## config.mk

```make
export PLATFORM = sky130hd
export DESIGN_NAME = conv_host_bus
export DESIGN_NICKNAME = d
export VERILOG_FILES = /design/src/rtl/conv_bus_pkg.sv /design/src/rtl/cb_strobe.sv /design/src/rtl/cb_sfr.sv /design/src/rtl/cb_result.sv /design/src/rtl/cb_rdmux.sv /design/src/rtl/conv_host_bus.sv
export SDC_FILE = /design/constraint.sdc
export NUM_CORES = 1
export LEC_CHECK = 0
export BUFFER_PORTS_ARGS = -buffer_cell sky130_fd_sc_hd__clkbuf_2
export CORE_UTILIZATION = 40
export CTS_CLUSTER_DIAMETER = 50
export DETAILED_ROUTE_END_ITERATION = 8
export GPL_TIMING_DRIVEN = 0
export PLACE_DENSITY_LB_ADDON = 0.08
export SYNTH_ARGS = -nofsm -noshare
export SYNTH_HDL_FRONTEND = slang
export SYNTH_SLANG_ARGS = --single-unit
```

## constraint.sdc

```tcl
create_clock -name clk_i -period 1.1 [get_ports clk_i]
set_input_delay 0.11 -clock clk_i [delete_from_list [all_inputs] [get_ports clk_i]]
set_output_delay 0.11 -clock clk_i [all_outputs]
set_load 0.02 [all_outputs]
```

## src/rtl/conv_bus_pkg.sv

```systemverilog
package conv_bus_pkg;
  localparam int unsigned DATA_W = 8;

  // status register bit positions (host software decodes these)
  localparam int unsigned B_MODE = 0;
  localparam int unsigned B_CAL  = 1;
  localparam int unsigned B_TRIG = 2;
  localparam int unsigned B_PD   = 3;
  localparam int unsigned B_RSV  = 4;
  localparam int unsigned B_PF   = 5;
  localparam int unsigned B_OVF  = 6;
  localparam int unsigned B_BUSY = 7;

  typedef struct packed {
    logic power_down;
    logic trig_hold;
    logic latched;
  } ctrl_t;

  localparam ctrl_t CTRL_RST = '{power_down: 1'b1, trig_hold: 1'b0, latched: 1'b0};
endpackage

```

## src/rtl/cb_strobe.sv

```systemverilog
module cb_strobe (
  input  logic cs_ni,
  input  logic rd_ni,
  input  logic wr_ni,
  input  logic sfr_i,
  input  logic hbe_i,
  output logic rd_act_o,
  output logic sfr_wr_o
);
  logic wr_act;

  // NOR of chip select with each strobe
  assign rd_act_o = ~(cs_ni | rd_ni);
  assign wr_act   = ~(cs_ni | wr_ni);
  assign sfr_wr_o = wr_act & sfr_i & hbe_i;
endmodule

```

## src/rtl/cb_sfr.sv

```systemverilog
module cb_sfr
  import conv_bus_pkg::*;
(
  input  logic              clk_i,
  input  logic              rst_ni,
  input  logic              sfr_wr_i,
  input  logic [DATA_W-1:0] wdata_i,
  input  logic              cal_busy_i,
  input  logic              cal_ovf_i,
  input  logic              busy_i,
  input  logic              pwr_fail_i,
  output logic [DATA_W-1:0] sfr_o,
  output ctrl_t             ctrl_o,
  output logic              pf_flag_o
);
  ctrl_t ctrl_q;
  logic  pf_q;
  logic  wdata_unused;

  assign wdata_unused = ^{wdata_i[B_BUSY], wdata_i[B_OVF], wdata_i[B_RSV], wdata_i[B_CAL]};

  always_ff @(posedge clk_i or negedge rst_ni) begin
    if (!rst_ni) begin
      ctrl_q <= CTRL_RST;
    end else if (sfr_wr_i) begin
      ctrl_q.latched    <= wdata_i[B_MODE];
      ctrl_q.trig_hold  <= wdata_i[B_TRIG];
      ctrl_q.power_down <= wdata_i[B_PD];
    end
  end

  // sticky; a new failure outranks a software clear
  always_ff @(posedge clk_i or negedge rst_ni) begin
    if (!rst_ni)                           pf_q <= 1'b0;
    else if (pwr_fail_i)                   pf_q <= 1'b1;
    else if (sfr_wr_i && !wdata_i[B_PF])   pf_q <= 1'b0;
  end

  always_comb begin
    sfr_o         = '0;
    sfr_o[B_MODE] = ctrl_q.latched;
    sfr_o[B_CAL]  = cal_busy_i;
    sfr_o[B_TRIG] = ctrl_q.trig_hold;
    sfr_o[B_PD]   = ctrl_q.power_down;
    sfr_o[B_RSV]  = 1'b0;
    sfr_o[B_PF]   = pf_q;
    sfr_o[B_OVF]  = cal_ovf_i;
    sfr_o[B_BUSY] = busy_i;
  end

  assign ctrl_o    = ctrl_q;
  assign pf_flag_o = pf_q;
endmodule

```

## src/rtl/cb_result.sv

```systemverilog
module cb_result #(
  parameter int unsigned RES_W = 12
) (
  input  logic             clk_i,
  input  logic             rst_ni,
  input  logic             latched_i,
  input  logic             conv_done_i,
  input  logic [RES_W-1:0] result_i,
  output logic [RES_W-1:0] result_o,
  output logic [RES_W-1:0] held_o
);
  logic [RES_W-1:0] held_q;

  always_ff @(posedge clk_i or negedge rst_ni) begin
    if (!rst_ni)          held_q <= '0;
    else if (conv_done_i) held_q <= result_i;
  end

  assign result_o = latched_i ? held_q : result_i;
  assign held_o   = held_q;
endmodule

```

## src/rtl/cb_rdmux.sv

```systemverilog
module cb_rdmux
  import conv_bus_pkg::*;
#(
  parameter int unsigned RES_W = 12
) (
  input  logic              rd_act_i,
  input  logic              sfr_i,
  input  logic              hbe_i,
  input  logic [DATA_W-1:0] sfr_i_data,
  input  logic [RES_W-1:0]  result_i,
  output logic [DATA_W-1:0] data_o,
  output logic              data_oe_o
);
  localparam int unsigned HI_W = RES_W - DATA_W;

  logic [DATA_W-1:0] hi_byte, lo_byte, sel;

  generate
    if (HI_W == DATA_W) begin : g_full_hi
      assign hi_byte = result_i[RES_W-1 -: HI_W];
    end else begin : g_pad_hi
      assign hi_byte = {{(DATA_W-HI_W){1'b0}}, result_i[RES_W-1 -: HI_W]};
    end
  endgenerate

  assign lo_byte = result_i[DATA_W-1:0];

  always_comb begin
    unique case ({sfr_i, hbe_i})
      2'b11:   sel = sfr_i_data;
      2'b10:   sel = '0;  // undefined access, returns zero
      2'b01:   sel = hi_byte;
      default: sel = lo_byte;
    endcase
  end

  assign data_oe_o = rd_act_i;
  assign data_o    = rd_act_i ? sel : '0;
endmodule

```

## src/rtl/conv_host_bus.sv

```systemverilog
module conv_host_bus
  import conv_bus_pkg::*;
#(
  parameter int unsigned RES_W = 12
) (
  input  logic              clk_i,
  input  logic              rst_ni,
  input  logic              cs_ni,
  input  logic              rd_ni,
  input  logic              wr_ni,
  input  logic              hbe_i,
  input  logic              sfr_i,
  input  logic [DATA_W-1:0] data_i,
  output logic [DATA_W-1:0] data_o,
  output logic              data_oe_o,
  input  logic [RES_W-1:0]  result_i,
  input  logic              conv_done_i,
  input  logic              cal_busy_i,
  input  logic              cal_ovf_i,
  input  logic              busy_i,
  input  logic              pwr_fail_i,
  output logic              latched_mode_o,
  output logic              trig_hold_o,
  output logic              power_down_o
);
  logic              rd_act, sfr_wr, pf_flag;
  logic [DATA_W-1:0] sfr_data;
  logic [RES_W-1:0]  res_view, held_res;
  ctrl_t             ctrl;

  cb_strobe i_strobe (
    .cs_ni    (cs_ni),
    .rd_ni    (rd_ni),
    .wr_ni    (wr_ni),
    .sfr_i    (sfr_i),
    .hbe_i    (hbe_i),
    .rd_act_o (rd_act),
    .sfr_wr_o (sfr_wr)
  );

  cb_sfr i_sfr (
    .clk_i      (clk_i),
    .rst_ni     (rst_ni),
    .sfr_wr_i   (sfr_wr),
    .wdata_i    (data_i),
    .cal_busy_i (cal_busy_i),
    .cal_ovf_i  (cal_ovf_i),
    .busy_i     (busy_i),
    .pwr_fail_i (pwr_fail_i),
    .sfr_o      (sfr_data),
    .ctrl_o     (ctrl),
    .pf_flag_o  (pf_flag)
  );

  cb_result #(.RES_W(RES_W)) i_result (
    .clk_i       (clk_i),
    .rst_ni      (rst_ni),
    .latched_i   (ctrl.latched),
    .conv_done_i (conv_done_i),
    .result_i    (result_i),
    .result_o    (res_view),
    .held_o      (held_res)
  );

  cb_rdmux #(.RES_W(RES_W)) i_rdmux (
    .rd_act_i   (rd_act),
    .sfr_i      (sfr_i),
    .hbe_i      (hbe_i),
    .sfr_i_data (sfr_data),
    .result_i   (res_view),
    .data_o     (data_o),
    .data_oe_o  (data_oe_o)
  );

  assign latched_mode_o = ctrl.latched;
  assign trig_hold_o    = ctrl.trig_hold;
  assign power_down_o   = ctrl.power_down;
endmodule

```

# Word-level counts from Yosys, hierarchy flattened
# Cells that the tools add are included.
# classes
eq_ne	3
muxes	5
bitwise	6
n_reduce_logical	3
# ops
cell	n
8-bit case mux with 3 select lines	1
12-bit two-way mux	1
8-bit two-way mux	1
2-bit equality test (second input constant)	2
1-bit bitwise AND	2
2-bit by 1-bit equality test with 1-bit output (second input constant)	1
1-bit two-way mux	2
1-bit NOT	2
1-bit OR	2
2-bit nonzero test	1
1-bit logical AND	1
1-bit zero test	1
# totals
ff_bits	16
inputBits	32
out_inout_bits	12
wordCells	22

# Logic depth before layout (Yosys ltp)
# Gate-level depths: netlist of the first run.
# logic_depth
ltp_word	7
mapped_depth	5
ltp_nobuf	4

# Cells and area by module
# From an unflattened synthesis of the first run, not the netlist that was laid out.
# hier_totals
hier_cells	86
hier_area_um2	1146.1
# modules_own_cells
mod	n_inst	cells_each	area_each_um2	seq_area_each_um2
cb_result	1	38	668.1	300.3
cb_rdmux	1	28	249.0	0.0
cb_sfr	1	18	212.7	101.3
cb_strobe	1	2	16.3	0.0

# Worst setup path before layout of the first run
# Ideal clock, no wire load.
# synth_timing
path_kind	register -> output
startpoint	register i_sfr.ctrl_q, in the netlist i_sfr.ctrl_o[0]
endpoint	output port data_o[0]
t_arrival_ns	1.497
t_required_ns	0.990
setup_slack_ns	-0.507
path_stages_with_launch	5
path_buffers	2
cell_sequence	dfrtp_1 buf_6 buf_8 or3_1 a31oi_1
# synth_between
elab_chain_len	3
# synth_rtl
element	line_no	source
start, declared	cb_sfr.sv:16	ctrl_t ctrl_q;
12-bit two-way mux	cb_result.sv:19	assign result_o = latched_i ? held_q : result_i;
8-bit case mux with 3 select lines (*)	cb_rdmux.sv:29	unique case ({sfr_i, hbe_i})
8-bit two-way mux (*)	cb_rdmux.sv:38	assign data_o = rd_act_i ? sel : '0;
end, declared	conv_host_bus.sv:14	output logic [DATA_W-1:0] data_o,
# Mark *: on every way between the ends. The rest lies on a longest branch, timed or not.

# Worst setup path after layout of the first run
# layout_timing
startpoint	register i_sfr.ctrl_q, in the netlist i_sfr.ctrl_o[0]
endpoint	output port data_o[2]
# layout_between
elab_chain_len	3
# layout_rtl
element	line_no
12-bit two-way mux	cb_result.sv:19
8-bit case mux with 3 select lines	cb_rdmux.sv:29
8-bit two-way mux	cb_rdmux.sv:38
# No other way between the ends.

==> summary.md, run 1 <==
| Metric | Value |
|---|---|
| Clock Skew | `0 ns` |
| Pleak | `0.663 nW` |
| Die Ht | `roughly 50 µm` |
| Root Buffer | `clkbuf_4` |
| Post-route cell area | `roughly 1500 µm²` |
| Synth cell types | `24` |
| Hold Startpoint | `data_i[0]` |
| Routability-driven placement congestion ratio | `between 0.7 and 0.8` |
| Vias in the first global route | `a little over 800` |
| Reg clk slew, reported paths | `0.10 ns` |
| R2R setup slack | `-0.12 ns` |
| GRT overflow | `0` |
| Mean Syn Cell Area | `between 10 and 15 µm²` |
| CP dominant cell by count | `buf_6` |
| Clock share of power | `21.5%` |
| Final core occ | `73.3%` |
| FP Rows | `16` |
| Switching pwr | `just under 0.6 mW` |
| Rel. slew slack | `72.3%` |
| VDD IR max | `between 0.9 and 1 mV` |
| Total power | `around 1.9 mW` |
| Count of input and output buffers | `39` |
| DR vias | `approximately 840` |
| Synthesized area | `913 µm²` |
| TritonCTS Buffers | `3` |
| Int Power | `between 1 and 1.5 mW` |
| Crit path from | `i_sfr.ctrl_o[0]` |
| Antenna-violating nets left | `0` |
| Hold EP | `i_sfr.ctrl_o[0]` |
| # DRC | `0` |
| PD cells | `roughly 1300 nW/µm²` |
| Worst path max stage delay | `between 0.4 and 0.5 ns` |
| Sequential fraction of design power | `38.0%` |
| WL/cell | `16.1 µm` |
| HPWL Detailed | `around 1.7 mm` |
| Peak Freq | `between 0.5 and 0.6 GHz` |
| Critical Path Start Type | `flop` |
| Synth Net Count | `109` |
| Fin crit period | `1.79 ns` |
| # Max-Cap Violations | `0` |
| Final period util | `163%` |
| Synthesized flop and latch total | `16` |
| Setup tns final | `-5.07 ns` |
| Clk sinks | `16` |
| Worst-margin pin slew | `roughly 0.42 ns` |
| Post-DR vias/cell | `roughly 5.3` |
| Die width | `between 40 and 50 µm` |
| Worst hold stages | `2` |
| Final Max Tran Viols | `0` |
| Fillcell total | `around 150` |
| Routed WL | `~2.5 mm` |
| Global-route wire length before repair | `roughly 4 mm` |
| Clk_lat worst skew | `about 0.30 ns` |
| H-Tree Depth | `1` |
| Area Overhead vs Synth | `65.5%` |
| Worst Hold Class | `input pin to flop` |
| Switch share | `31.2%` |
| Core box area | `roughly 2100 µm²` |
| RR Startpoint | `i_sfr.ctrl_o[0]` |
| Post-Place Worst Slack | `-0.390 ns` |
| R2r worst-path depth | `4` |
| First-pass DRT Iterations | `4` |
| Largest net degree at the start of global routing | `17` |
| Total track usage | `21.9%` |
| Post-Synthesis Cells | `77` |
| Starting Density | `44.3%` |
| Crit-path slowest cell | `dfrtp_2` |
| Die area | `about 2500 µm²` |
| Ys Warns | `0` |
| Nets@finish | `about 160` |
| DP Area | `between 1000 and 1500 µm²` |
| Sequential fraction of the synthesis area | `about 44%` |
| Comb pwr share | `between 40% and 50%` |
| Worst Setup Path Type | `flop to primary output` |
| Final setup fails | `9` |
| Share of layout cells above drive strength 1 | `74.8%` |
| Critical Path, Cell by Cell | `buf_6, mux2_4, o2111ai_4, o21ai_2, buf_6` |
| Final WS setup | `-0.693 ns` |
| Worst endpoint data arrival time | `1.68 ns` |
| Initial DRC count | `20` |
| CP required | `around 1 ns` |
| RSZ-0062 raised after global routing | `yes` |
| Endpoint type of the worst setup path | `primary output` |
| Clock buffer depth | `2` |
| Run status | `finished, violations left` |
| IO Pins | `44` |
| CTS tree | `yes` |
| Crit Path Max Fanout | `5` |
| Initial antenna violation count | `0` |
| # diodes | `0` |
| Worst r2r dst | `i_sfr.ctrl_o[0]` |
| Failing checks | `setup timing` |
| Final hold vios | `0` |
## routing by layer
layer / up-vias / share of wire, % / track usage, %
met2: 31 / 52 / 37.8
met5: - / 0 / 0
met3: 5 / 3.7 / 2.78
li1: 392 / - / -
met1: 407 / 43 / 26.8
met4: 0 / 2.1 / 10.0
## cell families (layout without fill, tap and decap cells)
logic type,count (synthesis),count (layout),synth area share (%)
muxes,25,25,30.1
buffers and inverters,6,60,5.48
DFF,16,16,44.0
AOI/OAI and AO/OA,13,13,9.31
and+or+nand+nor,17,17,11.1
## cells in the final DEF, fill, tap and decap left out, types with 3 or more instances in the layout
| master | instances |
|---|---|
| nand3_1 | 3 |
| clkbuf_4 | 3 |
| clkbuf_2 | 30 |
| dfrtp_1 | 14 |
| buf_4 | 6 |
| mux2i_1 | 4 |
| mux2_2 | 17 |
| buf_8 | 6 |
| o21ai_2 | 3 |
| mux2_4 | 3 |
| buf_6 | 8 |
| clkbuf_8 | 3 |
| nand2b_1 | 4 |
## area by class of cell
class                   instances  area (µm²)  area share [%]
clock buffers                   4        36.3            2.40
inverters                       1        6.26           0.414
flip-flops and latches         16         403            26.7
multi-input cells              55         604            40.0
repair buffers                 51         393            26.0
well taps                      27        33.8            2.24
plain buffers                   4        35.0            2.32
## flip-flops by register name, summed over array words and instances (netlist names)
signal / cells
i_sfr.pf_flag_o: 1
i_result.held_o: 12
i_sfr.ctrl_o: 3
## how the worst max path moves through the flow
stage / endpoint
floorplan: data_o[0]
global placement: data_o[0]
detailed placement: data_o[0]
CTS: data_o[3]
finish: data_o[2]
global route: data_o[2]
## cells in the mapped netlist
cell type | number | area [µm²]
mux2i_1 | 5 | 50.1
nor2_1 | 2 | 7.51
a21o_1 | 1 | 7.51
nand2b_1 | 5 | 31.3
dfstp_2 | 1 | 26.3
inv_2 | 1 | 3.75
o211ai_1 | 2 | 15.0
or2_2 | 1 | 6.26
and4bb_2 | 1 | 12.5
buf_2 | 1 | 5.00
nand4bb_1 | 1 | 11.3
buf_8 | 1 | 15.0
buf_6 | 1 | 11.3
nand3_1 | 3 | 15.0
o21ai_1 | 1 | 5.00
buf_4 | 2 | 15.0
a21oi_1 | 3 | 15.0
nand2_1 | 3 | 11.3
dfrtp_1 | 15 | 375
o21ai_0 | 2 | 10.0
or3_1 | 1 | 6.26
a31oi_1 | 1 | 6.26
mux2_2 | 20 | 225
o2111ai_1 | 3 | 26.3
## stage by stage
step,hold WS [ns],std cells
final,0.0355,158
after global routing,0.0346,158
after CTS,0.0415,157
after detailed placement,0.0609,143
after global placement,0.0589,143
after floorplan,-0.186,77
## power groups by stage
stage	clock [mW]	sequential, mW	combinational, mW
2_1_floorplan	0	0.737	0.350
3_3_place_gp	0	0.709	0.527
5_1_grt	0.432	0.737	0.818
4_1_cts	0.405	0.705	0.695
3_5_place_dp	0	0.714	0.536
6_report	0.410	0.726	0.773
## worst max-delay path, delay by kind of cell (launching register included)
family                 cells  cell delay (ns)
DFF                        1             0.48
AOI/OAI and AO/OA          2             0.31
muxes                      1             0.30
buffers and inverters      2             0.28
## timing repair
action,CTS,global route
resized for setup,18,21
endpoints found under the setup margin,9,10
hold buffers,2,0
buffers inserted,8,2
pin swaps,2,6
endpoints found under the hold margin,16,0
(Power assumes the default switching activity.)
==> inputs of run 2 (changes only) <==
--- a/config.mk
+++ b/config.mk
@@ -5,8 +5,9 @@
 export SDC_FILE = /design/constraint.sdc
 export NUM_CORES = 1
 export LEC_CHECK = 0
+export ABC_AREA = 1
 export BUFFER_PORTS_ARGS = -buffer_cell sky130_fd_sc_hd__clkbuf_2
-export CORE_UTILIZATION = 40
+export CORE_UTILIZATION = 41
 export CTS_CLUSTER_DIAMETER = 50
 export DETAILED_ROUTE_END_ITERATION = 8
 export GPL_TIMING_DRIVEN = 0
==> run 2 against run 1 <==
Non-clock buffer count down 9; largest cell class unchanged; first-iteration DRC count fell by 10%; the flow still finishes with violations (setup timing); maximum frequency increased by 13%; synthesized cell count increased by 78%; clock-buffer cell count did not move; critical path type unchanged; clock power decreased by 4%; sequential share of layout area up 3.4 points; power down 16%; cell area decreased by 11%; cell count increased by 33%.
==> summary.md, run 2 <==
| Metric | Value |
|---|---|
| Initial antenna violation count | `0` |
| Post-synthesis async set-or-reset flop share | `between 90% and 100%` |
| HPWL Detailed | `1.78 mm` |
| Final WS setup | `-0.480 ns` |
| RSZ-0062 raised after global routing | `yes` |
| Post-synth top area share | `between 30% and 40%` |
| Ys Warns | `0` |
| Run status | `finished, violations left` |
| Initial DRC count | `18` |
| Global-route wire length before repair | `roughly 4.1 mm` |
| FP Rows | `17` |
| Root Buffer | `clkbuf_4` |
| First-pass DRT Iterations | `5` |
| Peak Freq | `0.633 GHz` |
| Area leader, netlist | `dfrtp_1` |
| Sequential fraction of the synthesis area | `42.3%` |
| Fin crit period | `roughly 1.6 ns` |
| Antenna-violating nets left | `0` |
| Synthesized flop and latch total | `16` |
| Count of input and output buffers | `39` |
| Most frequent cells after synthesis | `nand2_1 (50), inv_1 (22), dfrtp_1 (15)` |
| Synth Net Count | `between 150 and 200` |
| Clock Skew | `0 ns` |
| Mean Syn Cell Area | `about 6.9 µm²` |
| CTS tree | `yes` |
| Final core occ | `around 61%` |
| R2R setup slack | `between 0.2 and 0.3 ns` |
| Critical Path Start Type | `flop` |
| Endpoint type of the worst setup path | `primary output` |
| Number of flip-flops in the largest register | `12` |
| Starting Density | `a little over two fifths` |
| IO Pins | `44` |
| Die area | `2510 µm²` |
| Synthesized area | `about 950 µm²` |
| Synth cell types | `20` |
| Crit Path Max Fanout | `10` |
| Nets@finish | `about 220` |
| Number of synthesized flops with an enable pin | `0` |
| DR vias | `a little over 1000` |
| Int Power | `around 1.1 mW` |
| Clk sinks | `16` |
| Switching pwr | `between 0.5 and 0.6 mW` |
| Total power | `around 1.6 mW` |
| RR Startpoint | `i_sfr.ctrl_o[0]` |
| H-Tree Depth | `1` |
| Area Overhead vs Synth | `41.0%` |
| Worst hold stages | `3` |
| Post-synth top flop | `dfrtp_1` |
| Pleak | `roughly 0.73 nW` |
| Final hold vios | `0` |
| Core box area | `roughly 2200 µm²` |
| TritonCTS Buffers | `3` |
| Share of layout cells above drive strength 1 | `between 30% and 40%` |
| Final period util | `144%` |
| Worst Setup Path Type | `flop to primary output` |
| Synth area leaders | `dfrtp_1 (40%), nand2_1 (20%), inv_1 (8.7%)` |
| Hold EP | `i_sfr.ctrl_o[2]` |
| Hold Startpoint | `data_i[3]` |
| Clk_lat worst skew | `between 0.2 and 0.3 ns` |
| # DRC | `0` |
| Total track usage | `between 20% and 30%` |
| WL/cell | `11.3 µm` |
| Clock buffer depth | `2` |
| PD cells | `1200 nW/µm²` |
| Die Ht | `roughly 50 µm` |
| Comb pwr share | `32.9%` |
| Worst-margin pin slew | `a little over 0.4 ns` |
| Final Max Tran Viols | `0` |
| CP required | `0.99 ns` |
| Setup tns final | `-3.50 ns` |
| Sequential fraction of design power | `between 40% and 50%` |
| Largest net degree at the start of global routing | `17` |
| Reg clk slew, reported paths | `approximately 0.10 ns` |
| Die width | `50.1 µm` |
| Commonest non-fill, non-tap cell in the layout | `nand2_1` |
| Worst endpoint data arrival time | `~1.5 ns` |
| Postcts setup bufs | `0` |
| Post-DR vias/cell | `around 4.9` |
| Worst r2r dst | `i_sfr.ctrl_o[0]` |
| DP Area | `1200 µm²` |
| Worst Hold Class | `input pin to flop` |
| Final setup fails | `8` |
| R2r worst-path depth | `3` |
| Most common cell in the netlist | `nand2_1` |
| GRT overflow | `0` |
| Most frequent cells in the layout | `nand2_1 (48), clkbuf_2 (31), inv_1 (20)` |
| Failing checks | `setup timing` |
| Crit path from | `i_sfr.ctrl_o[0]` |
| VDD IR max | `0.605 mV` |
| Hold WS | `around 0.023 ns` |
| # diodes | `0` |
| Rel. slew slack | `around 73%` |
| Switch share | `about a third` |
| # Max-Cap Violations | `0` |
| Routed WL | `approximately 2.4 mm` |
| Clock share of power | `24.4%` |
| Post-Synthesis Cells | `between 100 and 150` |
| Post-route cell area | `between 1000 and 1500 µm²` |
| Routability-driven placement congestion ratio | `about 0.81` |
| Vias in the first global route | `976` |
-- run 2: cell count changes after synthesis, moves of 3 or more --
| cell | before | now |
|---|---|---|
| nand2_1 | 3 | 50 |
| inv_1 | 0 | 22 |
| mux2_2 | 20 | 1 |
| o21ai_0 | 2 | 13 |
| nand3_1 | 3 | 11 |
| mux2i_1 | 5 | 0 |
| nand2b_1 | 5 | 0 |
| o2111ai_1 | 3 | 0 |
-- run 2: area by class of cell --
class / count / area, µm²
Buffer: 5 / 43.8
Tap cell: 28 / 35.0
Inverter: 24 / 98.8
Fill cell: 211 / 852
Multi-Input combinational cell: 92 / 444
Sequential cell: 16 / 403
Timing Repair Buffer: 41 / 278
Clock buffer: 4 / 36.3
-- run 2: per-stage QoR --
step / worst slack [ns] / cells
floorplan: -0.130 / 137
global placement: -0.167 / 204
detailed placement: -0.173 / 204
CTS: -0.481 / 210
global route: -0.556 / 210
finish: -0.480 / 210
-- run 2: cells by family after synthesis --
kind of cell	Yosys count	synth area share [%]
compound gates	22	13.0
buf+inv	29	13.7
flops	16	42.3
mux	1	1.19
simple gates	69	29.8
-- run 2: worst max path at each step --
stage,endpoint,slack [ns],cells after the start
floorplan,data_o[5],-0.13,5
global placement,data_o[0],-0.17,7
detailed placement,data_o[0],-0.17,7
CTS,data_o[0],-0.48,7
global route,data_o[5],-0.56,6
finish,data_o[5],-0.48,6
-- run 2: timing repair --
item                                   in CTS  in global routing
resized for setup                          12                 11
pin swaps                                   1                  0
setup endpoints to repair                   9                  9
hold buffers                                2                  0
endpoints found under the hold margin      16                  0
-- run 2: metal layers --
metal,up-vias,track usage (%),routed length (µm)
met5,-,0,0
met4,0,9.52,31
met3,4,3.40,99
met2,30,40.0,1210
met1,480,24.8,1040
li1,515,-,-
-- run 2: power groups by stage --
stage	registers (mW)	clock network, mW	logic, mW
3_3_place_gp	0.693	0	0.461
3_5_place_dp	0.695	0	0.470
2_1_floorplan	0.716	0	0.284
5_1_grt	0.694	0.423	0.591
4_1_cts	0.684	0.409	0.506
6_report	0.686	0.393	0.530
-- run 2: critical path: stages (launching register included) --
cell and delay (ns):
dfrtp_2 0.43, buf_8 0.15, buf_8 0.14, nand2_2 0.04, o211ai_1 0.10, a21oi_2 0.16
clkbuf_8 0.16
